`src/rtl/charger_irq_pkg.sv`:
```
package charger_irq_pkg;
    typedef enum logic {
        PS_IDLE,
        PS_ACTIVE
    } pulse_state_t;

    typedef enum logic [1:0] {
        FS_ARMED,
        FS_HELD,
        FS_REARM
    } fault_state_t;

    localparam int RD_W = 8;
endpackage

```
`src/rtl/irq_edge_bank.sv`:
```
module irq_edge_bank #(
    parameter int          N         = 4,
    parameter logic [N-1:0] RISE_MASK = '1
) (
    input  logic         clk,
    input  logic         rst,
    input  logic [N-1:0] lvl,
    output logic         any_edge
);
    logic [N-1:0] prev_q;
    logic [N-1:0] hit;

    always_ff @(posedge clk) begin
        if (rst) prev_q <= '0;
        else     prev_q <= lvl;
    end

    for (genvar i = 0; i < N; i++) begin : g_bit
        if (RISE_MASK[i]) begin : g_rise
            assign hit[i] = lvl[i] & ~prev_q[i];
        end else begin : g_fall
            assign hit[i] = ~lvl[i] & prev_q[i];
        end
    end

    assign any_edge = |hit;
endmodule

```
`src/rtl/irq_pulse_gen.sv`:
```
module irq_pulse_gen
    import charger_irq_pkg::*;
#(
    parameter int PULSE_CYC = 64
) (
    input  logic clk,
    input  logic rst,
    input  logic trig,
    output logic int_n
);
    localparam int CW = $clog2(PULSE_CYC + 1);
    localparam logic [CW-1:0] LOAD = CW'(PULSE_CYC - 1);

    pulse_state_t st_q, st_d;
    logic [CW-1:0] cnt_q, cnt_d;

    always_comb begin
        st_d  = st_q;
        cnt_d = cnt_q;
        unique case (st_q)
            PS_IDLE: begin
                if (trig) begin
                    st_d  = PS_ACTIVE;
                    cnt_d = LOAD;
                end
            end
            PS_ACTIVE: begin
                if (trig) begin
                    cnt_d = LOAD;
                end else if (cnt_q == '0) begin
                    st_d = PS_IDLE;
                end else begin
                    cnt_d = cnt_q - 1'b1;
                end
            end
            default: st_d = PS_IDLE;
        endcase
    end

    always_ff @(posedge clk) begin
        if (rst) begin
            st_q  <= PS_IDLE;
            cnt_q <= '0;
        end else begin
            st_q  <= st_d;
            cnt_q <= cnt_d;
        end
    end

    always_ff @(posedge clk) begin
        if (rst) int_n <= 1'b1;
        else     int_n <= (st_d != PS_ACTIVE);
    end
endmodule

```
`src/rtl/irq_fault_latch.sv`:
```
module irq_fault_latch
    import charger_irq_pkg::*;
#(
    parameter int FAULT_W = 5
) (
    input  logic               clk,
    input  logic               rst,
    input  logic [FAULT_W-1:0] fault_live,
    input  logic               rd_hit,
    output logic               fault_fire,
    output logic [RD_W-1:0]    rd_data
);
    fault_state_t       st_q, st_d;
    logic [FAULT_W-1:0] prev_q;
    logic [FAULT_W-1:0] snap_q;
    logic               new_fault;
    logic               live_zero;
    logic               load_snap;

    assign new_fault = |(fault_live & ~prev_q);
    assign live_zero = (fault_live == '0);

    always_comb begin
        st_d       = st_q;
        fault_fire = 1'b0;
        load_snap  = rd_hit;
        unique case (st_q)
            FS_ARMED: begin
                if (new_fault) begin
                    fault_fire = 1'b1;
                    load_snap  = 1'b1;
                    st_d       = FS_HELD;
                end
            end
            FS_HELD: begin
                if (rd_hit) st_d = live_zero ? FS_ARMED : FS_REARM;
            end
            FS_REARM: begin
                if (live_zero) st_d = FS_ARMED;
            end
            default: st_d = FS_ARMED;
        endcase
    end

    always_ff @(posedge clk) begin
        if (rst) begin
            st_q   <= FS_ARMED;
            prev_q <= '0;
            snap_q <= '0;
        end else begin
            st_q   <= st_d;
            prev_q <= fault_live;
            if (load_snap) snap_q <= fault_live;
        end
    end

    always_ff @(posedge clk) begin
        if (rst)         rd_data <= '0;
        else if (rd_hit) rd_data <= RD_W'(snap_q);
    end
endmodule

```
`src/rtl/charger_irq_ctrl.sv`:
```
module charger_irq_ctrl
    import charger_irq_pkg::*;
#(
    parameter int CLK_HZ  = 250_000,
    parameter int FAULT_W = 5
) (
    input  logic               clk,
    input  logic               rst,
    input  logic               src_id_done,
    input  logic               vbus_gt_bat,
    input  logic               vbus_lt_ovp,
    input  logic               vbus_load_ok,
    input  logic               input_present,
    input  logic               chg_done,
    input  logic [FAULT_W-1:0] fault_live,
    input  logic               rd_strobe,
    input  logic               rd_sel,
    output logic               int_n,
    output logic [7:0]         rd_data
);
    localparam longint PULSE_L   = (longint'(CLK_HZ) * 256) / 1_000_000;
    localparam int     PULSE_CYC = (PULSE_L < 1) ? 1 : int'(PULSE_L);

    logic good_src;
    logic status_edge;
    logic fault_fire;
    logic rd_hit;

    assign good_src = vbus_gt_bat & vbus_lt_ovp & vbus_load_ok;
    assign rd_hit   = rd_strobe & rd_sel;

    // bit order: src_id, good source, charge done (rising); input present (falling)
    irq_edge_bank #(
        .N         (4),
        .RISE_MASK (4'b0111)
    ) u_edges (
        .clk      (clk),
        .rst      (rst),
        .lvl      ({input_present, chg_done, good_src, src_id_done}),
        .any_edge (status_edge)
    );

    irq_fault_latch #(
        .FAULT_W (FAULT_W)
    ) u_fault (
        .clk        (clk),
        .rst        (rst),
        .fault_live (fault_live),
        .rd_hit     (rd_hit),
        .fault_fire (fault_fire),
        .rd_data    (rd_data)
    );

    irq_pulse_gen #(
        .PULSE_CYC (PULSE_CYC)
    ) u_pulse (
        .clk   (clk),
        .rst   (rst),
        .trig  (status_edge | fault_fire),
        .int_n (int_n)
    );
endmodule

```
`config.mk`:
```
export PLATFORM = sky130hd
export DESIGN_NAME = charger_irq_ctrl
export DESIGN_NICKNAME = d
export VERILOG_FILES = /design/src/rtl/charger_irq_pkg.sv /design/src/rtl/irq_edge_bank.sv /design/src/rtl/irq_pulse_gen.sv /design/src/rtl/irq_fault_latch.sv /design/src/rtl/charger_irq_ctrl.sv
export SDC_FILE = /design/constraint.sdc
export NUM_CORES = 1
export LEC_CHECK = 0
export BUFFER_PORTS_ARGS = -buffer_cell sky130_fd_sc_hd__buf_2
export CAP_MARGIN = 10
export CORE_MARGIN = 2
export CORE_UTILIZATION = 45
export DETAILED_ROUTE_END_ITERATION = 12
export PLACE_DENSITY = 0.67
export SYNTH_ARGS = -nofsm -noshare
export SYNTH_HDL_FRONTEND = slang
export SYNTH_SLANG_ARGS = --single-unit
export TNS_END_PERCENT = 100
```
`constraint.sdc`:
```
create_clock -name clk -period 2.55 [get_ports clk]
set_input_delay 0.1275 -clock clk [delete_from_list [all_inputs] [get_ports clk]]
set_output_delay 0.1275 -clock clk [all_outputs]
set_load 0.03 [all_outputs]
```
==> flow_summary.toml, run 1 <==
[run_status]
status = "complete, no violations"

[timing]
fin_ws_ns = 0.6880
rsz0062_at_grt = "no"
maxSlewHeadroom = 0.5614
finalMaxSlewViolations = 0
setup_tns_ns = 0
finalSetupViolations = 0
finalClockSkew_ns = 0.009273
period_needed_ns = 1.862
worstMarginPinSlew_ns = 0.6579
hold_violations = 0
period_share = 0.7302
fmax_ghz = 0.5371

[placement]
io_buffers = 20
gp_congestion = 0.7123
dp_hpwl_um = 1606
dpl.cell_count = 173
place_ws_ns = 0.6947

[clocking]
clkTransAtPathRegs_ns = 0.09
tritoncts = "done"
cts_resized = 0
cts_setup_buffers = 0
cts.sinks = 30
cts.path.max_buffers = 2
cts_root_buf = "clkbuf_4"
cts_hold_buf = 0
h-tree-depth = 2
numCtsBuffers = 5
clock_latency_ns = 0.32

[routing]
routed_wl_um = 2169
dr.pass1.iters = 4
drt_iter0_drc = 22
vias = 917
wire_per_inst_um = 11.98
viasPerCell = 5.066
postRouteAntennaNets = 0
remaining_drc_errors = 0

[yosys]
ys_warn_count = 0
synthArstFlopShare = 0
yosysMostFrequentCell = "dfxtp_1"
synth_ff_type = "dfxtp_1"
synth_edf_count = 0
ys_ff_latch = 30
yosys.cell_types.count = 30
synth_top_area_share = 0.4948
syn_area_mm2 = 0.001214
synthTopCellsByCount = "30 x dfxtp_1, 16 x a21oi_1, 12 x nand2_1, 12 x nor2b_1"
avgSynthCellArea_um2 = 9.482
synth_area_leaders = "dfxtp_1 49%, a21oi_1 6.6%, nor2b_1 6.2%"
syn_inst = 128
yosysTopAreaCell = "dfxtp_1"
ys_seq_area_frac = 0.4948

[layout]
n_antenna_cell = 0
area_growth_pct = 13.81
layout.cells.non_filler = 181
fin_nets = 167
drive_gt1_frac = 0.2119

[pwr]
ir_worst_vdd_mv = 0.5091
swShare = 0.2575
seqPwrFrac = 0.564
p_int_mw = 0.6801
power-per-cell-area_mw_per_mm2 = 663.1
finalPower_mw = 0.9160
p_leak_nw = 0.5983
power.switching_mw = 0.2359
p_comb_frac = 0.123
pwr-share-clk = 0.313

[grt]
grt_util_all_layers = 0.1601
grt_max_degree = 31
antenna_found_initial = 0
grt_pass1_vias = 957
overflow = 0
grt_pass1_wl_um = 3836

[critical_path]
cp-end-kind = "flop"
cp_max_fo = 4
critical_path.startpoint_type = "flop"
cp_common_cell = "or4b_4"
worstPathArrival_ns = 2.06
crit_family = "simple AND/OR/NAND/NOR gates"
path_cells = "inv_1 > ha_1 > or4b_4 > or4b_4 > nor3_1 > xnor2_1 > nor3b_2"
slowest_stage = "or4b_4"
critPathKind = "flop to flop"
crit_required_ns = 2.75
cpPeakStageDelay_ns = 0.47
path_buf_inv = 1

[floorplanning]
coreArea_mm2 = 0.002522
rows = 18
io_pins = 24
start_util = 0.4812
die_area_mm2 = 0.003128
die_h_um = 55.93
die_w_um = 55.93

[run]
cap_violations = 0

[worst_hold_path]
hp-class = "input port to flop"
## power by group through the flow
stage          combinational [mW]  clock, mW  sequential, mW
4_1_cts                     0.114      0.297           0.517
2_1_floorplan              0.0806          0           0.531
3_5_place_dp                0.113          0           0.528
3_3_place_gp                0.109          0           0.527
6_report                    0.113      0.286           0.517
5_1_grt                     0.126      0.324           0.522
## sequential cells by signal, summed over array words and instances, names as in the netlist
signal,count
u_fault.rd_data,5
u_fault.snap_q,5
u_pulse.st_q,1
u_edges.prev_q,4
u_fault.prev_q,5
u_pulse.int_n,1
u_fault.st_q,2
u_pulse.cnt_q,7
## cell families after synthesis
group,after synthesis,share of synthesized area
muxes,6,0.05464
and+or+nand+nor,46,0.2124
AOI/OAI and AO/OA,24,0.1299
buffers and inverters,15,0.05567
xor gates and xnor gates,4,0.02887
other,1,0.003090
adders and majority gates,2,0.02062
DFF,30,0.4948
## through the flow
stage | util | instance area [µm²] | hold WS (ns)
3_5_place_dp | 0.5238 | 1321 | 0.3630
5_1_grt | 0.5476 | 1381 | 0.01920
3_3_place_gp | 0.5238 | 1321 | 0.3498
6_report | 0.5476 | 1381 | 0.04299
4_1_cts | 0.5476 | 1381 | 0.03402
2_1_floorplan | - | 1221 | 0.2085
## area by class of cell
type	count	area (µm²)
Fill cell	255	1141
Clock inverter	1	5.005
Timing Repair Buffer	20	100.1
Sequential cell	30	600.6
Inverter	8	30.03
Clock buffer	7	55.05
Tap cell	30	37.54
Multi-Input combinational cell	85	553.0
## cells in the final DEF (no fill, tap or decap), types with 2 or more instances in the layout
cell | synthesis | final
dfxtp_1 | 30 | 30
buf_2 | 0 | 20
a21oi_1 | 16 | 16
nand2_1 | 12 | 12
nor2b_1 | 12 | 12
inv_1 | 8 | 8
nor2_1 | 8 | 8
clkbuf_4 | 0 | 5
mux2_1 | 4 | 4
nand3_1 | 3 | 3
a21o_1 | 3 | 3
conb_1 | 1 | 3
a222oi_1 | 2 | 2
nand2b_1 | 2 | 2
or4b_4 | 2 | 2
xor2_1 | 2 | 2
nor3_1 | 2 | 2
xnor2_1 | 2 | 2
ha_1 | 2 | 2
## final timing paths
check	start	end	slack, ns	cells after the start
hold / removal	chg_done	u_edges.prev_q[2]$_SDFF_PP0_	0.04	2
setup / recovery	u_pulse.cnt_q[0]$_SDFFE_PP0P_	u_pulse.cnt_q[6]$_SDFFE_PP0P_	0.69	7
hold reg to reg	u_fault.snap_q[1]$_SDFFE_PP0P_	u_fault.rd_data[1]$_SDFFE_PP0P_	0.46	2
setup reg to reg	u_pulse.cnt_q[0]$_SDFFE_PP0P_	u_pulse.cnt_q[6]$_SDFFE_PP0P_	0.69	7
## layer usage
metal | vias to the layer above | wire (µm) | part of all wire | global-route usage
li1 | 468 | - | - | -
met2 | 19 | 1129 | 0.52 | 0.2840
met3 | 6 | 90 | 0.041 | 0.05814
met1 | 424 | 907 | 0.42 | 0.1601
met4 | 0 | 42 | 0.019 | 0.09184
met5 | - | 0 | 0 | 0
No activity file was read; power rests on OpenSTA's default activity.
==> run 2: changes to the inputs <==
--- a/config.mk
+++ b/config.mk
@@ -10,7 +10,7 @@
 export CORE_MARGIN = 2
 export CORE_UTILIZATION = 45
 export DETAILED_ROUTE_END_ITERATION = 12
-export PLACE_DENSITY = 0.67
+export PLACE_DENSITY = 0.7
 export SYNTH_ARGS = -nofsm -noshare
 export SYNTH_HDL_FRONTEND = slang
 export SYNTH_SLANG_ARGS = --single-unit
==> constraint.sdc (replaced) <==
create_clock -name clk -period 1.5 [get_ports clk]
set_input_delay 0.075 -clock clk [delete_from_list [all_inputs] [get_ports clk]]
set_output_delay 0.075 -clock clk [all_outputs]
set_load 0.03 [all_outputs]
==> flow_summary.toml, run 2 (synthesis gave the netlist of run 1 again) <==
[critical_path]
worstReg2RegStart = "u_pulse.cnt_q[0]$_SDFFE_PP0P_"
worstPathArrival_ns = 1.94
cp_max_fo = 2
cp-end-kind = "flop"
path_cells = "inv_2 > buf_4 > ha_4 > nand2_2 > or4b_4 > nor3_4 > xnor2_2 > nor3b_2"
cpPeakStageDelay_ns = 0.54
critical_path.startpoint_type = "flop"
crit_required_ns = 1.71
r2r_slack_ns = -0.23
critPathKind = "flop to flop"
crit_start = "u_pulse.cnt_q[0]$_SDFFE_PP0P_"
slowest_stage = "or4b_4"

[layout]
final_area_mm2 = 0.001624
largest_register = "u_pulse.cnt_q"
final_common_cell = "dfxtp_1"
largest_reg_flops = 7
fin_nets = 187
n_antenna_cell = 0
layout_common_cells = "27 x dfxtp_1, 20 x buf_2, 15 x a21oi_1, 14 x buf_4, 12 x nor2b_1"
layout.cells.non_filler = 200
drive_gt1_frac = 0.3706
area_growth_pct = 33.81

[floorplanning]
die_area_mm2 = 0.003128
io_pins = 24
die_w_um = 55.93
coreArea_mm2 = 0.002522
die_h_um = 55.93
rows = 18
start_util = 0.4812

[grt]
grtUsageMet1 = 0.1854
grt_pass1_wl_um = 4064
grtUsageMet3 = 0.06977
grt_util_all_layers = 0.1710
grt_pass1_vias = 954
antenna_found_initial = 0
grt_max_degree = 31
met2_usage = 0.2942
grt-busiest-layer = "met2"
overflow = 0

[placement]
dpl.cell_count = 186
postPlaceCellArea_mm2 = 0.001426
io_buffers = 20
dp_hpwl_um = 1710
gp_congestion = 0.7395

[routing]
postRouteAntennaNets = 0
routed_wl_um = 2543
vias = 1005
dr.pass1.iters = 4
viasPerCell = 5.025
remaining_drc_errors = 0
drt_iter0_drc = 10
wire_per_inst_um = 12.72

[run_status]
status = "complete, but fails checks"
violations = "negative setup slack"

[clocking]
cts.sinks = 30
tritoncts = "done"
clock_latency_ns = 0.33
h-tree-depth = 2
clkTransAtPathRegs_ns = 0.09
cts.path.max_buffers = 2
cts_root_buf = "clkbuf_4"
numCtsBuffers = 5

[timing]
maxSlewHeadroom = 0.6520
worstMarginPinSlew_ns = 0.5221
hold_ws_ns = 0.01194
hold_violations = 0
fin_ws_ns = -0.2321
finalSetupViolations = 12
rsz0062_at_grt = "yes"
period_needed_ns = 1.732
finalMaxSlewViolations = 0
period_share = 1.155
fmax_ghz = 0.5773
finalClockSkew_ns = 0.01280

[pwr]
p_leak_nw = 0.6999
ir_worst_vdd_mv = 0.7391
power-per-cell-area_mw_per_mm2 = 988.2

[worst_hold_path]
hp-start = "vbus_load_ok"
hp-class = "input port to flop"

[run]
cap_violations = 0
-- run 2: cell types whose count changed in the layout (fill, tap and decap cells not counted), moves of 2 or more --
cell and change:
buf_4 +14, dlygate4sd3_1 +4, mux2_1 -4, mux2_4 +4, dfxtp_1 -3, dfxtp_2 +3, buf_6 +2, ha_1 -2
ha_4 +2, inv_1 -2, inv_2 +2
-- run 2: path summary, 6_finish.rpt --
check | endpoint | depth (start not counted)
worst max-delay path | u_pulse.cnt_q[6]$_SDFFE_PP0P_ | 8
worst min-delay path | u_edges.prev_q[1]$_SDFF_PP0_ | 3
worst max register to register | u_pulse.cnt_q[6]$_SDFFE_PP0P_ | 8
worst min register to register | u_fault.rd_data[3]$_SDFFE_PP0P_ | 2
-- run 2: area by class of cell --
| class | instances | area (µm²) |
|---|---|---|
| clock buffer | 7 | 45.04 |
| fill | 213 | 898.4 |
| inverter | 8 | 30.03 |
| multi-input combinational | 85 | 639.4 |
| sequential | 30 | 604.3 |
| tap | 30 | 37.54 |
| timing repair buffer | 40 | 267.8 |
-- run 2: report_power, final --
group	internal, mW	leakage (nW)	total [mW]	switching [mW]
Clock	0.176	0.0254	0.433	0.257
Sequential	0.847	0.249	0.873	0.0257
Combinational	0.150	0.425	0.298	0.148
-- run 2: stage by stage --
stage	setup slack, ns	setup TNS (ns)	utilization	total power, mW
finish	-0.2321	-1.712	0.6438	1.605
detailed placement	-0.2605	-1.570	0.5655	1.132
global placement	-0.2214	-1.170	0.5655	1.121
global route	-0.3252	-2.795	0.6438	1.685
floorplan	-0.1775	-0.7531	-	1.043
CTS	-0.2314	-1.798	0.6310	1.604
-- run 2: routing by layer --
layer / share of wire / vias to the layer above / routed length [µm]
met5: 0 / - / 0
li1: - / 509 / -
met2: 0.53 / 12 / 1346
met3: 0.036 / 7 / 92
met4: 0.017 / 0 / 43
met1: 0.42 / 477 / 1061
-- run 2: what timing repair did --
action                                 in CTS  in global routing
hold buffers                                4                  0
endpoints found under the hold margin       4                  0
setup endpoints to repair                  12                 14
pin swaps                                  10                  3
buffers inserted                            2                  0
cloned                                      1                  0
resized for setup                          14                  7
-- run 2: worst max-delay path: cells and delay by family, from the launching register on --
kind | cells | cell delay [ns]
xor+xnor | 1 | 0.14
simple gates | 4 | 0.81
buf+inv | 2 | 0.20
fa+ha+maj | 1 | 0.13
flops | 1 | 0.33
==> run 3: changes to the inputs <==
--- a/config.mk
+++ b/config.mk
@@ -10,7 +10,9 @@
 export CORE_MARGIN = 2
 export CORE_UTILIZATION = 45
 export DETAILED_ROUTE_END_ITERATION = 12
-export PLACE_DENSITY = 0.7
+export PLACE_DENSITY = 0.67
+export SKIP_LAST_GASP = 1
+export SLEW_MARGIN = 30
 export SYNTH_ARGS = -nofsm -noshare
 export SYNTH_HDL_FRONTEND = slang
 export SYNTH_SLANG_ARGS = --single-unit
==> constraint.sdc (replaced) <==
create_clock -name clk -period 1.7 [get_ports clk]
set_input_delay 0.085 -clock clk [delete_from_list [all_inputs] [get_ports clk]]
set_output_delay 0.085 -clock clk [all_outputs]
set_load 0.03 [all_outputs]
==> flow_summary.toml, run 3 (synthesis gave the netlist of run 1 again) <==
[run_status]
status = "complete, but fails checks"
violations = "negative setup slack"

[critical_path]
cp-end-kind = "flop"
critPathKind = "flop to flop"
critical_path.startpoint_type = "flop"
crit_required_ns = 1.90
cp_max_fo = 5
worstPathArrival_ns = 1.93
reg2reg_depth = 7

[placement]
dp_hpwl_um = 1651
gp_congestion = 0.6936
io_buffers = 20

[floorplanning]
coreArea_mm2 = 0.002522
rows = 18
die_w_um = 55.93
die_h_um = 55.93
die_area_mm2 = 0.003128
start_util = 0.4812
io_pins = 24

[timing]
finalMaxSlewViolations = 0
finalSetupViolations = 4
fmax_ghz = 0.5769
setup_tns_ns = -0.1027
period_needed_ns = 1.733
period_share = 1.020
hold_violations = 0
rsz0062_at_grt = "yes"
maxSlewHeadroom = 0.6246
fin_ws_ns = -0.03349
worstMarginPinSlew_ns = 0.5553
finalClockSkew_ns = 0.009053

[routing]
drt-met1-wl_um = 933
postRouteAntennaNets = 0
vias = 970
remaining_drc_errors = 0
topRoutingLayerUsed = "met4"
wire_per_inst_um = 12.34
wl_met2_um = 1305
met3WireLength_um = 78
routed_wl_um = 2369
dr.pass1.iters = 4
drt_iter0_drc = 24
viasPerCell = 5.052

[grt]
grt_max_degree = 31
antenna_found_initial = 0
grt_util_all_layers = 0.1745
grt_pass1_vias = 1009
overflow = 0
grt_pass1_wl_um = 4202

[clocking]
cts.sinks = 30
clkTransAtPathRegs_ns = 0.09
tritoncts = "done"
cts.path.max_buffers = 2
h-tree-depth = 2
numCtsBuffers = 5
clock_latency_ns = 0.32
cts_root_buf = "clkbuf_4"

[layout]
largest_register = "u_pulse.cnt_q"
fin_nets = 178
drive_gt1_frac = 0.3025
area_growth_pct = 25.57
n_antenna_cell = 0
layout_common_cells = "28 x dfxtp_1, 20 x buf_2, 16 x a21oi_1, 12 x nor2b_1, 11 x nand2_1"
post-route-util = 0.6042
final_common_cell = "dfxtp_1"
largest_reg_flops = 7

[pwr]
power-per-cell-area_mw_per_mm2 = 930.6
ir_worst_vdd_mv = 0.6669
p_leak_nw = 0.6543

[run]
cap_violations = 0

[worst_hold_path]
hp-class = "input port to flop"
min_path_cells = 3
run 3: changes by cell type in the layout (fill, tap and decap cells not counted), sizes merged:
cell / previous run / this run
buf: 36 / 28
clkinv: 0 / 1
dlygate4sd3: 4 / 3
run 3: metrics by stage:
step                      area, µm²  setup slack (ns)  power [mW]  hold slack, ns  std cells
after floorplan                1226          0.003117      0.9186          0.1660        130
after global placement         1371         -0.002141      0.9710          0.3074        179
after detailed placement       1371          -0.06219      0.9804          0.3285        179
after CTS                      1480          -0.06457       1.424         0.01942        191
after global routing           1524           -0.1285       1.498         0.03481        192
final                          1524          -0.03349       1.418         0.02808        192
run 3: path summary, 6_finish.rpt:
path	startpoint	end	slack, ns
worst max-delay path	u_pulse.cnt_q[0]$_SDFFE_PP0P_	u_pulse.cnt_q[2]$_SDFFE_PP0P_	-0.03
worst min-delay path	vbus_lt_ovp	u_edges.prev_q[1]$_SDFF_PP0_	0.03
worst max register to register	u_pulse.cnt_q[0]$_SDFFE_PP0P_	u_pulse.cnt_q[2]$_SDFFE_PP0P_	-0.03
worst min register to register	u_fault.snap_q[1]$_SDFFE_PP0P_	u_fault.rd_data[1]$_SDFFE_PP0P_	0.46
run 3: worst max-delay path: stages (launching register included):
cell and delay [ns]:
dfxtp_2 0.34, inv_2 0.08, ha_4 0.11, or4b_4 0.48, o31ai_4 0.30, nor3b_1 0.10
a21oi_1 0.13, a21oi_1 0.07
run 3: final cells by class:
type | count | area, µm²
fillers | 222 | 998.5
flip-flops and latches | 30 | 603.1
multi-input cells | 85 | 599.3
repair buffers | 31 | 193.9
clock buffers | 7 | 55.05
well taps | 30 | 37.54
inverters | 8 | 30.03
clock inverters | 1 | 5.005
run 3: power by group:
part | total (mW) | leakage (nW) | switching, mW | internal [mW]
Combinational | 0.207 | 0.370 | 0.108 | 0.0989
Sequential | 0.781 | 0.249 | 0.0331 | 0.748
Clock | 0.431 | 0.0353 | 0.231 | 0.200
run 3: layer usage:
layer / GRT usage / vias up
li1: - / 489
met1: 0.1772 / 456
met2: 0.3214 / 18
met3: 0.05116 / 7
met4: 0.08844 / 0
met5: 0 / -
run 3: repair_timing:
action,in CTS,in global routing
gates resized for setup,6,6
endpoints found under the hold margin,3,0
endpoints found under the setup margin,4,8
buffers inserted,1,1
hold buffers,3,0
pin swaps,4,7
